==> config.mk <==
export PLATFORM = sky130hd
export DESIGN_NAME = irq_router
export DESIGN_NICKNAME = d
export VERILOG_FILES = /design/src/rtl/irq_router_pkg.sv /design/src/rtl/irq_regfile.sv /design/src/rtl/irq_line_ctl.sv /design/src/rtl/irq_arbiter.sv /design/src/rtl/irq_router.sv
export SDC_FILE = /design/constraint.sdc
export NUM_CORES = 1
export LEC_CHECK = 0
export BUFFER_PORTS_ARGS = -buffer_cell sky130_fd_sc_hd__buf_2
export CORE_MARGIN = 5
export CORE_UTILIZATION = 58
export CTS_CLUSTER_DIAMETER = 200
export CTS_CLUSTER_SIZE = 20
export DETAILED_ROUTE_END_ITERATION = 16
export PLACE_DENSITY = 0.89
export SYNTH_ARGS = -nofsm -noshare
export SYNTH_HDL_FRONTEND = slang
export SYNTH_SLANG_ARGS = --single-unit
==> constraint.sdc <==
create_clock -name clk -period 3.65 [get_ports clk]
set_input_delay 0.365 -clock clk [delete_from_list [all_inputs] [get_ports clk]]
set_output_delay 0.365 -clock clk [all_outputs]
set_load 0.005 [all_outputs]
==> src/rtl/irq_router_pkg.sv <==
package irq_router_pkg;

    localparam int VEC_W        = 8;
    localparam int IDX_W8       = 8;
    localparam int WORD_W       = 32;

    localparam logic [7:0] IDX_ID       = 8'h00;
    localparam logic [7:0] IDX_VER      = 8'h01;
    localparam logic [7:0] IDX_ARB      = 8'h02;
    localparam int         IDX_RTE_BASE = 16;

    localparam int RTE_RP_BIT   = 14;
    localparam int RTE_TRIG_BIT = 15;
    localparam int RTE_MASK_BIT = 16;
    localparam int ID_LSB       = 24;
    localparam int ID_W         = 4;

    localparam logic [7:0] VER_CODE = 8'h20;

    typedef enum logic [0:0] {
        ARB_IDLE  = 1'b0,
        ARB_OFFER = 1'b1
    } arb_state_e;

endpackage

==> src/rtl/irq_regfile.sv <==
module irq_regfile
    import irq_router_pkg::*;
#(
    parameter int N = 4
) (
    input  logic                      clk,
    input  logic                      rst_n,
    input  logic                      idx_we,
    input  logic [IDX_W8-1:0]         idx_wdata,
    input  logic                      dat_we,
    input  logic [WORD_W-1:0]         dat_wdata,
    output logic [WORD_W-1:0]         dat_rdata,
    input  logic [N-1:0]              rp,
    output logic [N-1:0][VEC_W-1:0]   vec,
    output logic [N-1:0]              trig,
    output logic [N-1:0]              mask
);

    localparam logic [7:0] MAX_ENTRY = 8'(N - 1);
    localparam logic [WORD_W-1:0] VER_WORD = {8'h00, MAX_ENTRY, 8'h00, VER_CODE};

    logic [IDX_W8-1:0] idx_q;
    logic [ID_W-1:0]   id_q;
    logic [ID_W-1:0]   arb_q;

    always_ff @(posedge clk) begin
        if (!rst_n) begin
            idx_q <= '0;
        end else if (idx_we) begin
            idx_q <= idx_wdata;
        end
    end

    // the identification field and its shadow are loaded by the same write
    always_ff @(posedge clk) begin
        if (!rst_n) begin
            id_q  <= '0;
            arb_q <= '0;
        end else if (dat_we && idx_q == IDX_ID) begin
            id_q  <= dat_wdata[ID_LSB +: ID_W];
            arb_q <= dat_wdata[ID_LSB +: ID_W];
        end
    end

    for (genvar g = 0; g < N; g++) begin : g_entry
        localparam logic [7:0] LO_IDX = 8'(IDX_RTE_BASE + 2 * g);
        always_ff @(posedge clk) begin
            if (!rst_n) begin
                vec[g]  <= '0;
                trig[g] <= 1'b0;
                mask[g] <= 1'b1;
            end else if (dat_we && idx_q == LO_IDX) begin
                vec[g]  <= dat_wdata[VEC_W-1:0];
                trig[g] <= dat_wdata[RTE_TRIG_BIT];
                mask[g] <= dat_wdata[RTE_MASK_BIT];
            end
        end
    end

    always_comb begin
        dat_rdata = '0;
        unique case (idx_q)
            IDX_ID:  dat_rdata[ID_LSB +: ID_W] = id_q;
            IDX_VER: dat_rdata = VER_WORD;
            IDX_ARB: dat_rdata[ID_LSB +: ID_W] = arb_q;
            default: begin
                for (int i = 0; i < N; i++) begin
                    if (idx_q == 8'(IDX_RTE_BASE + 2 * i)) begin
                        dat_rdata[VEC_W-1:0]   = vec[i];
                        dat_rdata[RTE_RP_BIT]   = rp[i];
                        dat_rdata[RTE_TRIG_BIT] = trig[i];
                        dat_rdata[RTE_MASK_BIT] = mask[i];
                    end
                end
            end
        endcase
    end

endmodule

==> src/rtl/irq_line_ctl.sv <==
module irq_line_ctl
    import irq_router_pkg::*;
(
    input  logic             clk,
    input  logic             rst_n,
    input  logic             line_in,
    input  logic             trig,
    input  logic             mask,
    input  logic [VEC_W-1:0] vec,
    input  logic             grant,
    input  logic             eoi_valid,
    input  logic [VEC_W-1:0] eoi_vector,
    output logic             req,
    output logic             rp
);

    logic prev_q;
    logic edge_pend_q;
    logic rp_q;
    logic rise;

    assign rise = line_in & ~prev_q;

    always_ff @(posedge clk) begin
        if (!rst_n) begin
            prev_q <= 1'b0;
        end else begin
            prev_q <= line_in;
        end
    end

    // a new edge in the grant cycle survives the grant of the previous one
    always_ff @(posedge clk) begin
        if (!rst_n) begin
            edge_pend_q <= 1'b0;
        end else if (rise && !mask && !trig) begin
            edge_pend_q <= 1'b1;
        end else if (grant || trig) begin
            edge_pend_q <= 1'b0;
        end
    end

    // acceptance wins over any end-of-interrupt in the same cycle
    always_ff @(posedge clk) begin
        if (!rst_n) begin
            rp_q <= 1'b0;
        end else if (grant && trig) begin
            rp_q <= 1'b1;
        end else if (eoi_valid && eoi_vector == vec && trig) begin
            rp_q <= 1'b0;
        end
    end

    assign req = trig ? (line_in & ~mask & ~rp_q) : edge_pend_q;
    assign rp  = rp_q;

endmodule

==> src/rtl/irq_arbiter.sv <==
module irq_arbiter
    import irq_router_pkg::*;
#(
    parameter int N = 4
) (
    input  logic                    clk,
    input  logic                    rst_n,
    input  logic [N-1:0]            req,
    input  logic [N-1:0][VEC_W-1:0] vec,
    input  logic [N-1:0]            trig,
    input  logic                    dlv_ready,
    output logic [N-1:0]            grant,
    output logic                    dlv_valid,
    output logic [VEC_W-1:0]        dlv_vector,
    output logic                    dlv_level
);

    localparam int SEL_W = (N > 1) ? $clog2(N) : 1;

    arb_state_e       state_q, state_d;
    logic [SEL_W-1:0] cur_q, sel;
    logic [VEC_W-1:0] vec_q;
    logic             lvl_q;
    logic             load;
    logic [N-1:0]     cur_oh;
    logic [N-1:0]     others;

    function automatic logic [SEL_W-1:0] pick_low(input logic [N-1:0] r);
        logic [SEL_W-1:0] p;
        p = '0;
        for (int k = N - 1; k >= 0; k--) begin
            if (r[k]) p = SEL_W'(k);
        end
        return p;
    endfunction

    assign cur_oh = {{(N-1){1'b0}}, 1'b1} << cur_q;
    assign others = req & ~cur_oh;

    always_ff @(posedge clk) begin
        if (!rst_n) begin
            state_q <= ARB_IDLE;
        end else begin
            state_q <= state_d;
        end
    end

    always_comb begin
        state_d = state_q;
        load    = 1'b0;
        sel     = cur_q;
        unique case (state_q)
            ARB_IDLE: begin
                if (|req) begin
                    state_d = ARB_OFFER;
                    load    = 1'b1;
                    sel     = pick_low(req);
                end
            end
            ARB_OFFER: begin
                if (dlv_ready) begin
                    if (|others) begin
                        load = 1'b1;
                        sel  = pick_low(others);
                    end else begin
                        state_d = ARB_IDLE;
                    end
                end
            end
            default: state_d = ARB_IDLE;
        endcase
    end

    always_ff @(posedge clk) begin
        if (!rst_n) begin
            cur_q <= '0;
            vec_q <= '0;
            lvl_q <= 1'b0;
        end else if (load) begin
            cur_q <= sel;
            vec_q <= vec[sel];
            lvl_q <= trig[sel];
        end
    end

    always_comb begin
        dlv_valid  = (state_q == ARB_OFFER);
        dlv_vector = vec_q;
        dlv_level  = lvl_q;
        grant      = (dlv_valid && dlv_ready) ? cur_oh : '0;
    end

endmodule

==> src/rtl/irq_router.sv <==
module irq_router
    import irq_router_pkg::*;
#(
    parameter int N_LINES = 4
) (
    input  logic               clk,
    input  logic               rst_n,
    input  logic               idx_we,
    input  logic [7:0]         idx_wdata,
    input  logic               dat_we,
    input  logic [31:0]        dat_wdata,
    output logic [31:0]        dat_rdata,
    input  logic [N_LINES-1:0] irq_in,
    input  logic               eoi_valid,
    input  logic [7:0]         eoi_vector,
    output logic               dlv_valid,
    input  logic               dlv_ready,
    output logic [7:0]         dlv_vector,
    output logic               dlv_level
);

    logic [N_LINES-1:0][VEC_W-1:0] vec_w;
    logic [N_LINES-1:0]            trig_w;
    logic [N_LINES-1:0]            mask_w;
    logic [N_LINES-1:0]            rp_w;
    logic [N_LINES-1:0]            req_w;
    logic [N_LINES-1:0]            grant_w;

    irq_regfile #(.N(N_LINES)) u_regs (
        .clk       (clk),
        .rst_n     (rst_n),
        .idx_we    (idx_we),
        .idx_wdata (idx_wdata),
        .dat_we    (dat_we),
        .dat_wdata (dat_wdata),
        .dat_rdata (dat_rdata),
        .rp        (rp_w),
        .vec       (vec_w),
        .trig      (trig_w),
        .mask      (mask_w)
    );

    for (genvar g = 0; g < N_LINES; g++) begin : g_line
        irq_line_ctl u_line (
            .clk        (clk),
            .rst_n      (rst_n),
            .line_in    (irq_in[g]),
            .trig       (trig_w[g]),
            .mask       (mask_w[g]),
            .vec        (vec_w[g]),
            .grant      (grant_w[g]),
            .eoi_valid  (eoi_valid),
            .eoi_vector (eoi_vector),
            .req        (req_w[g]),
            .rp         (rp_w[g])
        );
    end

    irq_arbiter #(.N(N_LINES)) u_arb (
        .clk        (clk),
        .rst_n      (rst_n),
        .req        (req_w),
        .vec        (vec_w),
        .trig       (trig_w),
        .dlv_ready  (dlv_ready),
        .grant      (grant_w),
        .dlv_valid  (dlv_valid),
        .dlv_vector (dlv_vector),
        .dlv_level  (dlv_level)
    );

endmodule

# ---- Yosys cells after proc, flatten, opt, wreduce, memory -nomap -nowiden
# Cells that the tools add are included.
dict set report classes {
  shifts 1
  n_eq_ne 10
  n_lt_le_gt_ge 1
  reduce_logical 50
  mux 55
  bitwise 27
}
# cell count
set ops {}
lappend ops {{$mux W8} 5}
lappend ops {{$eq A8 B5 Y1 const B} 4}
lappend ops {{$eq A8 B8 Y1} 4}
lappend ops {{$logic_and A1 B1 Y1} 26}
lappend ops {{$mux W1} 26}
lappend ops {{$mux W2} 11}
lappend ops {{$bmux W8 S2} 1}
lappend ops {{$pmux W8 S2} 1}
lappend ops {{$reduce_bool A2 Y1} 8}
lappend ops {{$not A1 Y1} 13}
lappend ops {{$and A1 B1 Y1} 12}
lappend ops {{$mux W3} 4}
lappend ops {{$eq A8 B1 Y1 const B} 1}
lappend ops {{$eq A8 B2 Y1 const B} 1}
lappend ops {{$logic_not A1 Y1} 8}
lappend ops {{$logic_not A8 Y1} 1}
lappend ops {{$mux W4} 2}
lappend ops {{$reduce_or A4 Y1} 2}
lappend ops {{$pmux W3 S2} 1}
lappend ops {{$and A4 B4 Y4} 1}
lappend ops {{$logic_or A1 B1 Y1} 4}
lappend ops {{$not A4 Y4} 1}
lappend ops {{$pmux W1 S2} 2}
lappend ops {{$pmux W2 S2} 1}
lappend ops {{other kinds (4)} 4}
dict set report word_totals {
  out_inout_bits 42
  inputBits 58
  register_bits 76
}

# ---- Depth between registers and ports, before layout
# Gate-level depths: netlist (run 1).
dict set report depth {
  ltp_word 14
  depth_mapped 9
  ltp_nobuf 7
}

# ---- Modules after synthesis
# Synthesis (run 1) repeated with hierarchy kept, for this count alone.
dict set report unflattened {
  cells_unflattened 451
  area_unflattened_um2 4274.1
}
# module n_inst area_per_inst_um2 seq_area_each_um2 cells_per_inst
set by_module_without_submodules {}
lappend by_module_without_submodules {irq_regfile 1 2527.4 1041.0 255}
lappend by_module_without_submodules {irq_arbiter 1 900.9 240.2 96}
lappend by_module_without_submodules {irq_line_ctl 4 211.5 60.1 25}

# ---- Worst setup path after synthesis (run 1)
# OpenSTA, ideal clock, no wires.
dict set report synth_path {
  path_type {reg2reg}
  start {register u_regs.trig[3]}
  end {register u_arb.vec_q[0] (netlist: u_arb.dlv_vector[0])}
  stages_incl_launch_ff 9
  arrival_time_ps 2281
  required_ps 3533
  path_buffers 1
  setup_time_ps 117
  setup_slack_ps 1252
  synth_period_minus_slack_ps 2398
  cell_sequence {dfxtp_1 and2b_4 nor4_2 nand3_1 and3_1 o221ai_2 buf_6 mux4_2 a22o_1}
}
dict set report synth_via {
  elab_chain_cells 11
  elab_cells_between_ends 22
}
# item line
set synth_rtl {}
lappend synth_rtl {{start, declared} irq_regfile.sv:15} ;# output logic [N-1:0] trig,
lappend synth_rtl {{start signal, assigned by index} irq_regfile.sv:54} ;# trig[g] <= dat_wdata[RTE_TRIG_BIT];
lappend synth_rtl {{$mux W1 *} irq_line_ctl.sv:54} ;# assign req = trig ? (line_in & ~mask & ~rp_q) : edge_pend_q;
lappend synth_rtl {{$and A4 B4 Y4} irq_arbiter.sv:38} ;# assign others = req & ~cur_oh;
lappend synth_rtl {{$mux W2 (4 in a row)} irq_arbiter.sv:32} ;# if (r[k]) p = SEL_W'(k);
lappend synth_rtl {{$mux W2} irq_arbiter.sv:62} ;# if (|others) begin
lappend synth_rtl {{$mux W2} irq_arbiter.sv:61} ;# if (dlv_ready) begin
lappend synth_rtl {{$pmux W2 S2} irq_arbiter.sv:52} ;# unique case (state_q)
lappend synth_rtl {{$bmux W8 S2} irq_arbiter.sv:81} ;# vec_q <= vec[sel];
lappend synth_rtl {{$mux W8 (implied by the code)} irq_arbiter.sv:81}
lappend synth_rtl {{end signal, assigned} irq_arbiter.sv:81}
lappend synth_rtl {{end, declared} irq_arbiter.sv:22} ;# logic [VEC_W-1:0] vec_q;
# Mark *: on every way between the ends. The rest lies on a longest branch, timed or not. The select of a mux whose other input is x is not followed.
# A chain may end at the register's enable or synchronous reset.

# ---- Final worst setup path (run 1)
dict set report layout_path {
  start {register u_regs.idx_q[0]}
  end {output dat_rdata[5]}
}
dict set report layout_via {
  elab_chain_cells 6
  elab_cells_between_ends 13
}
# item line
set layout_rtl {}
lappend layout_rtl {{start, declared} irq_regfile.sv:22} ;# logic [IDX_W8-1:0] idx_q;
lappend layout_rtl {{start signal, assigned} irq_regfile.sv:30} ;# idx_q <= idx_wdata;
lappend layout_rtl {{$eq A8 B5 Y1} irq_regfile.sv:68} ;# if (idx_q == 8'(IDX_RTE_BASE + 2 * i)) begin
lappend layout_rtl {{$mux W8 (4 in a row)} irq_regfile.sv:68}
lappend layout_rtl {{$pmux W8 S2 *} irq_regfile.sv:62} ;# unique case (idx_q)
lappend layout_rtl {{end, declared} irq_router.sv:12} ;# output logic [31:0] dat_rdata,
# Mark *: on every way between the ends. The rest lies on a longest branch, timed or not.

==> results of run 1 <==
flip-flops by register name, indices dropped and copies added, names as in the netlist:
signal / flops
u_arb.dlv_vector: 8
u_regs.vec: 32
g_line.u_line.edge_pend_q: 4
g_line.u_line.prev_q: 4
u_regs.mask: 4
u_regs.idx_q: 8
u_arb.dlv_valid: 1
u_arb.dlv_level: 1
u_regs.id_q: 4
g_line.u_line.rp: 4
u_arb.cur_q: 2
u_regs.trig: 4
layout by cell type, fill, tap and decap left out, types with 9 or more instances in the layout:
cell       n
nand2_1   83
nand3_1   40
buf_2     65
a21boi_0  25
dfxtp_1   76
xor2_1    24
nor3b_1   11
clkbuf_8   9
a21boi_1  14
conb_1    16
nor2b_1   16
mux2i_1   15
and2_1    12
metal layers:
layer	GRT usage, %	vias up	wire, um
met5	0	-	0
met4	9.86	0	214
met3	5.26	33	1010
met2	42.1	205	5350
met1	33.3	1792	4590
li1	-	1776	-
logic make-up (layout without fill, tap and decap cells):
family | after synthesis | count (layout) | synth area share (%)
simple gates | 199 | 199 | 24.5
compound gates | 92 | 92 | 17.4
flops | 76 | 76 | 36.7
buf+inv | 50 | 92 | 6.43
xor+xnor | 32 | 32 | 6.77
mux | 23 | 23 | 8.07
other cells | 1 | 16 | 0.0905
worst reg2reg max path, cell delays in order, from the launching register on:
cell       delay, ns
dfxtp_1         0.54
nor2b_1         0.11
a21oi_1         0.42
o2111ai_2       0.24
and3_1          0.23
o221ai_2        0.53
buf_4           0.29
mux4_2          0.52
a22o_1          0.19
through the flow:
stage | total power [W] | cell area (um2) | util (%) | std cells
floorplan | 0.000968 | 4200 | - | 488
global placement | 0.00101 | 4450 | 64.8 | 610
detailed placement | 0.00101 | 4450 | 64.8 | 610
CTS | 0.00173 | 4670 | 68.1 | 626
global route | 0.00179 | 4670 | 68.1 | 626
finish | 0.00173 | 4670 | 68.1 | 626
layout make-up:
type | instances | area (um2) | area share, %
clock inverters | 6 | 96.3 | 2.06
well taps | 96 | 120 | 2.57
repair buffers | 72 | 378 | 8.08
clock buffers | 10 | 128 | 2.73
inverters | 4 | 15.0 | 0.321
multi-input cells | 362 | 2420 | 51.7
flip-flops and latches | 76 | 1520 | 32.5
path summary, 6_finish.rpt:
| path | endpoint | slack, ns | cells after the start |
|---|---|---|---|
| worst max register to register | u_arb.dlv_vector[4] | 0.47 | 8 |
| worst max-delay path | dat_rdata[5] | 0.39 | 7 |
| worst min register to register | u_arb.dlv_vector[1] | 0.47 | 1 |
| worst min-delay path | g_line[1].u_line.prev_q | 0.24 | 2 |
report_power, final:
part / switching, W / internal (W) / leakage (nW)
Sequential: 0.0000141 / 0.000842 / 0.615
Clock: 0.000343 / 0.000394 / 0.109
Combinational: 0.0000796 / 0.0000601 / 1.19
==> impl_metrics.prom, run 1 <==
# TYPE chip_impl_metric gauge
chip_impl_metric{name="max_slew.worst_pin.slew",unit="ns"} 0.677
chip_impl_metric{name="synth_edf_count",unit=""} 0
chip_impl_metric{name="cts_setup_buffers",unit=""} 0
chip_impl_metric{name="synth_largest_type_area_fraction",unit="%"} 36.7
chip_impl_metric{name="cts-root-to-sink-buffers",unit=""} 2
chip_impl_metric{name="number_of_nets_with_antenna_violations_after_detailed_routing",unit=""} 0
chip_impl_metric{name="finalSetupViolations",unit=""} 0
chip_impl_metric{name="finClkSkew",unit="ns"} 0.0151
chip_impl_metric{name="required",unit="ns"} 3.28
chip_impl_info{name="synth_area_leader_cell",value="dfxtp_1"} 1
chip_impl_metric{name="tritoncts.num_buffers",unit=""} 9
chip_impl_metric{name="setup_ws",unit="ns"} 0.388
chip_impl_metric{name="hpwl",unit="mm"} 7.75
chip_impl_metric{name="maximum_number_of_pins_on_one_net_before_global_route_repair",unit=""} 69
chip_impl_metric{name="synth.cell_area",unit="um2"} 4140
chip_impl_metric{name="final.period_utilization",unit="%"} 89.4
chip_impl_metric{name="hold_slack",unit="ns"} 0.242
chip_impl_metric{name="routedWlPerCell",unit="um"} 17.8
chip_impl_metric{name="ctsHtreeMaxLevel",unit=""} 3
chip_impl_info{name="critical_path.startpoint",value="u_regs.idx_q[0]"} 1
chip_impl_metric{name="first_iter_violations",unit=""} 354
chip_impl_info{name="origin_of_the_worst_min_delay_path",value="irq_in[1]"} 1
chip_impl_metric{name="die-height",unit="um"} 94.5
chip_impl_metric{name="ys_ff_latch",unit=""} 76
chip_impl_metric{name="dpl_worst_slack",unit="ns"} 0.521
chip_impl_metric{name="finalSetupTns",unit="ns"} 0
chip_impl_metric{name="viasPerCell",unit=""} 6.08
chip_impl_metric{name="clk_pin_slew_worst_paths",unit="ns"} 0.09
chip_impl_metric{name="core",unit="um2"} 6870
chip_impl_metric{name="nNetsFinal",unit=""} 583
chip_impl_metric{name="gate_count_post_synth",unit=""} 473
chip_impl_metric{name="syn_avg_cell_area",unit="um2"} 8.76
chip_impl_info{name="min_path_type",value="in -> reg"} 1
chip_impl_info{name="setup.worst_path.end_class",value="output pin"} 1
chip_impl_metric{name="die_width",unit="um"} 94.5
chip_impl_metric{name="worstPathBufferInverterCount",unit=""} 2
chip_impl_info{name="tritoncts_clock_tree",value="yes"} 1
chip_impl_info{name="synthMostInstantiatedCell",value="nand2_1"} 1
chip_impl_metric{name="insertion_delay",unit="ns"} 0.37
chip_impl_metric{name="globalRouteOverflowTotal",unit=""} 0
chip_impl_metric{name="drv.max_cap_violation_count",unit=""} 0
chip_impl_metric{name="timing.final.crit_period",unit="ns"} 3.26
chip_impl_metric{name="ios",unit=""} 100
chip_impl_metric{name="post-route-drc-count",unit=""} 0
chip_impl_metric{name="synth.yosys.warnings",unit=""} 0
chip_impl_metric{name="postSynth.asyncResetShare",unit="%"} 0
chip_impl_metric{name="powerDensity",unit="nW/um2"} 371
chip_impl_metric{name="drtPass1Iterations",unit=""} 6
chip_impl_metric{name="vias_in_the_first_global_route",unit=""} 3618
chip_impl_metric{name="place.gp.congestion",unit=""} 0.934
chip_impl_metric{name="antennaDiodeCount",unit=""} 0
chip_impl_metric{name="cp_slowest_stage_delay",unit="ns"} 0.57
chip_impl_metric{name="report.final.hold_viol_count",unit=""} 0
chip_impl_info{name="synth_common_cells",value="nand2_1, dfxtp_1, nand3_1"} 1
chip_impl_metric{name="worst_voltage_drop_across_the_vdd_grid",unit="mV"} 0.288
chip_impl_info{name="outcome",value="complete, no violations"} 1
chip_impl_info{name="cpLargestDelayFamily",value="simple AND/OR/NAND/NOR gates"} 1
chip_impl_info{name="root_buffer",value="clkbuf_8"} 1
chip_impl_metric{name="dr_total_vias",unit=""} 3806
chip_impl_metric{name="cts_hold_buf",unit=""} 0
chip_impl_metric{name="p_leak",unit="nW"} 1.91
chip_impl_metric{name="grt_use_total",unit="%"} 25.7
chip_impl_info{name="cp_cell_sequence",value="or4_1 -> nor3b_1 -> and3b_1 -> buf_4 -> a221o_1 -> a221o_1 -> buf_2"} 1
chip_impl_info{name="synth_area_leaders",value="dfxtp_1, nand2_1, xor2_1"} 1
chip_impl_metric{name="achievable_clock_frequency",unit="MHz"} 307
chip_impl_metric{name="design.die.area",unit="um2"} 8930
chip_impl_metric{name="fraction_of_final_layout_cells_sized_beyond_drive_strength_1",unit="%"} 19.4
chip_impl_metric{name="worst_slew_margin_rel",unit="%"} 54.9
chip_impl_metric{name="totalWireLength",unit="mm"} 11.2
chip_impl_metric{name="areaGrowthSynthToFinish",unit="%"} 12.9
chip_impl_info{name="grt_setup_unrepaired",value="false"} 1
chip_impl_metric{name="wire_length_of_the_first_global_routing_pass",unit="mm"} 18.0
chip_impl_info{name="criticalPathCategory",value="reg -> out"} 1
chip_impl_metric{name="starting_utilization_of_the_core_area",unit="%"} 60.3
chip_impl_metric{name="std_cell_rows",unit=""} 30
chip_impl_metric{name="clock_sinks",unit=""} 76
chip_impl_info{name="synth_ff_type",value="dfxtp_1"} 1
chip_impl_info{name="crit_path_frequent_cell",value="a221o_1"} 1
chip_impl_metric{name="arrival",unit="ns"} 2.90
chip_impl_metric{name="postCtsResizedCells",unit=""} 0
chip_impl_metric{name="port-buffer-count",unit=""} 65
chip_impl_metric{name="ys_seq_area_share",unit="%"} 36.7
chip_impl_info{name="crit_path_start_kind",value="register"} 1
chip_impl_metric{name="final.fill_count",unit=""} 526
chip_impl_metric{name="slew_violations",unit=""} 0
chip_impl_info{name="r2r-start",value="u_regs.trig[1]"} 1
chip_impl_info{name="standard_cell_with_the_maximum_stage_delay_on_the_critical_path",value="or4_1"} 1
chip_impl_metric{name="antenna_found_initial",unit=""} 0
chip_impl_metric{name="post_synth_num_cell_types",unit=""} 55
chip_impl_metric{name="critical_path.max_fanout",unit=""} 12
Power figures use the tool's default switching activity.
==> inputs of run 2 (changes only) <==
--- a/config.mk
+++ b/config.mk
@@ -11,7 +11,9 @@
 export CTS_CLUSTER_DIAMETER = 200
 export CTS_CLUSTER_SIZE = 20
 export DETAILED_ROUTE_END_ITERATION = 16
+export GPL_TIMING_DRIVEN = 0
 export PLACE_DENSITY = 0.89
+export RECOVER_POWER = 50
 export SYNTH_ARGS = -nofsm -noshare
 export SYNTH_HDL_FRONTEND = slang
 export SYNTH_SLANG_ARGS = --single-unit
==> run 2 against run 1 <==
- die area unchanged
- non-clock buffer count up 36
- fmax decreased by 0.52%
- hold slack got worse by 0.0058 ns
- final cell count grew 5.8%
- first-iteration DRC count rose by 33%
- flip-flop and latch count did not move
- largest cell class unchanged
- setup slack worse by 0.017 ns
- via count grew 5.2%
- sequential power fell by 0.5%
- clock power decreased by 17%
==> impl_metrics.prom, run 2 (synthesis results as in run 1) <==
# TYPE chip_impl_metric gauge
chip_impl_info{name="outcome",value="complete, no violations"} 1
chip_impl_metric{name="routedWlPerCell",unit="um"} 18.0
chip_impl_info{name="topmost_layer_with_routed_signal_wires",value="met4"} 1
chip_impl_metric{name="met1Wirelength",unit="mm"} 4.58
chip_impl_metric{name="hpwl",unit="mm"} 8.49
chip_impl_metric{name="nNetsFinal",unit=""} 619
chip_impl_info{name="standard_cell_with_the_maximum_stage_delay_on_the_critical_path",value="or4_1"} 1
chip_impl_metric{name="areaGrowthSynthToFinish",unit="%"} 15.8
chip_impl_metric{name="largest_reg_flops",unit=""} 32
chip_impl_metric{name="grt_use_total",unit="%"} 27.3
chip_impl_metric{name="max_slew.worst_pin.slew",unit="ns"} 0.655
chip_impl_metric{name="tritoncts.num_buffers",unit=""} 9
chip_impl_metric{name="globalRouteOverflowTotal",unit=""} 0
chip_impl_metric{name="worst_slew_margin_rel",unit="%"} 55.9
chip_impl_metric{name="worstSetupPathDepth",unit=""} 7
chip_impl_metric{name="design.die.area",unit="um2"} 8930
chip_impl_metric{name="number_of_nets_with_antenna_violations_after_detailed_routing",unit=""} 0
chip_impl_metric{name="arrival",unit="ns"} 2.91
chip_impl_metric{name="worstPathBufferInverterCount",unit=""} 2
chip_impl_info{name="tritoncts_clock_tree",value="yes"} 1
chip_impl_info{name="min_path_type",value="in -> reg"} 1
chip_impl_metric{name="p_leak",unit="nW"} 1.95
chip_impl_info{name="cp_cell_sequence",value="or4_1 -> nor3b_1 -> and3_1 -> clkbuf_1 -> a222oi_1 -> nand2_1 -> buf_2"} 1
chip_impl_metric{name="wire_length_of_the_first_global_routing_pass",unit="mm"} 18.7
chip_impl_metric{name="final.fill_count",unit=""} 563
chip_impl_info{name="critical_path.startpoint",value="u_regs.idx_q[0]"} 1
chip_impl_metric{name="postCtsResizedCells",unit=""} 0
chip_impl_metric{name="met3RoutedLength",unit="mm"} 1.32
chip_impl_metric{name="antennaDiodeCount",unit=""} 0
chip_impl_metric{name="hold_slack",unit="ns"} 0.236
chip_impl_metric{name="antenna_found_initial",unit=""} 0
chip_impl_metric{name="place.gp.congestion",unit=""} 0.984
chip_impl_metric{name="die-height",unit="um"} 94.5
chip_impl_metric{name="clock_sinks",unit=""} 76
chip_impl_info{name="r2r-start",value="u_regs.trig[3]"} 1
chip_impl_metric{name="totalWireLength",unit="mm"} 11.9
chip_impl_metric{name="timing.final.crit_period",unit="ns"} 3.28
chip_impl_metric{name="dr_total_vias",unit=""} 4004
chip_impl_metric{name="viasPerCell",unit=""} 6.05
chip_impl_metric{name="required",unit="ns"} 3.28
chip_impl_metric{name="r2r.worst_path.cells",unit=""} 8
chip_impl_metric{name="finalSetupViolations",unit=""} 0
chip_impl_metric{name="critical_path.max_fanout",unit=""} 10
chip_impl_metric{name="die_width",unit="um"} 94.5
chip_impl_info{name="largest_register",value="u_regs.vec"} 1
chip_impl_metric{name="post-route-drc-count",unit=""} 0
chip_impl_info{name="setup.worst_path.end_class",value="output pin"} 1
chip_impl_metric{name="core",unit="um2"} 6870
chip_impl_metric{name="std_cell_rows",unit=""} 30
chip_impl_metric{name="slew_violations",unit=""} 0
chip_impl_metric{name="ios",unit=""} 100
chip_impl_metric{name="final_util",unit="%"} 69.8
chip_impl_metric{name="first_iter_violations",unit=""} 471
chip_impl_metric{name="cts_setup_buffers",unit=""} 0
chip_impl_metric{name="fraction_of_final_layout_cells_sized_beyond_drive_strength_1",unit="%"} 18.9
chip_impl_metric{name="report.final.hold_viol_count",unit=""} 0
chip_impl_metric{name="drtPass1Iterations",unit=""} 5
chip_impl_metric{name="clk_pin_slew_worst_paths",unit="ns"} 0.08
chip_impl_metric{name="reg2reg_setup_slack",unit="ns"} 0.61
chip_impl_metric{name="drv.max_cap_violation_count",unit=""} 0
chip_impl_info{name="criticalPathCategory",value="reg -> out"} 1
chip_impl_metric{name="ctsHtreeMaxLevel",unit=""} 3
chip_impl_metric{name="maximum_number_of_pins_on_one_net_before_global_route_repair",unit=""} 16
chip_impl_metric{name="port-buffer-count",unit=""} 62
chip_impl_info{name="crit_path_start_kind",value="register"} 1
chip_impl_info{name="final_common_cell",value="nand2_1"} 1
chip_impl_metric{name="worst_voltage_drop_across_the_vdd_grid",unit="mV"} 0.242
chip_impl_metric{name="p_total",unit="W"} 0.00163
chip_impl_metric{name="final.period_utilization",unit="%"} 89.8
chip_impl_metric{name="finalSetupTns",unit="ns"} 0
chip_impl_metric{name="achievable_clock_frequency",unit="MHz"} 305
chip_impl_metric{name="hold_path_depth",unit=""} 2
chip_impl_metric{name="powerDensity",unit="nW/um2"} 339
chip_impl_metric{name="cts-root-to-sink-buffers",unit=""} 2
chip_impl_metric{name="vias_in_the_first_global_route",unit=""} 3964
chip_impl_info{name="root_buffer",value="clkbuf_8"} 1
chip_impl_info{name="origin_of_the_worst_min_delay_path",value="irq_in[2]"} 1
chip_impl_metric{name="finClkSkew",unit="ns"} 0.0120
chip_impl_metric{name="cts_hold_buf",unit=""} 0
chip_impl_metric{name="wl_met2",unit="mm"} 5.64
chip_impl_info{name="cpLargestDelayFamily",value="simple AND/OR/NAND/NOR gates"} 1
chip_impl_info{name="grt_setup_unrepaired",value="false"} 1
chip_impl_metric{name="starting_utilization_of_the_core_area",unit="%"} 60.3
chip_impl_metric{name="insertion_delay",unit="ns"} 0.37
chip_impl_metric{name="cp_slowest_stage_delay",unit="ns"} 0.56
chip_impl_info{name="commonest_cells_after_routing_fill_and_taps_aside",value="nand2_1, dfxtp_1, buf_2"} 1
## run 2: cell count changes in the layout (fill, tap and decap cells not counted), sizes merged
cell	delta
buf	+6
clkbuf	+29
bufinv	-2
clkinvlp	+2
clkinv	+1
## run 2: power by group
group          switching, W  total (W)  internal (W)
registers         0.0000107   0.000852      0.000841
logic             0.0000918   0.000163     0.0000717
clock network      0.000356   0.000611      0.000256
## run 2: worst paths after layout
kind	end
setup / recovery	dat_rdata[15]
hold / removal	g_line[2].u_line.prev_q
setup reg to reg	u_arb.dlv_vector[6]
hold reg to reg	u_arb.dlv_vector[6]
## run 2: metrics by stage
step	instance area, um2	std cells	worst slack, ns
after floorplan	4200	488	1.25
after global placement	4630	646	0.782
after detailed placement	4630	646	0.750
after CTS	4810	662	0.452
after global routing	4790	662	0.240
final	4790	662	0.371
## run 2: routing by layer
layer / GRT usage, % / vias up
li1: - / 1840
met1: 32.9 / 1836
met2: 45.4 / 281
met3: 5.18 / 47
met4: 15.5 / 0
met5: 0 / -
## run 2: worst reg2reg max path: cells and delay by family, from the launching register on
family	cells	cell delay, ns
compound gates	2	0.50
buf+inv	1	0.23
flops	1	0.54
mux	1	0.58
simple gates	4	1.12
## run 2: final cells by class
type	count	area, um2	share of cell area (%)
Tap cell	96	120	2.51
Clock buffer	9	124	2.58
Inverter	4	15.0	0.313
Buffer	46	250	5.22
Sequential cell	76	1520	31.7
Multi-Input combinational cell	362	2400	50.1
Timing Repair Buffer	62	300	6.26
Clock inverter	7	60.1	1.25
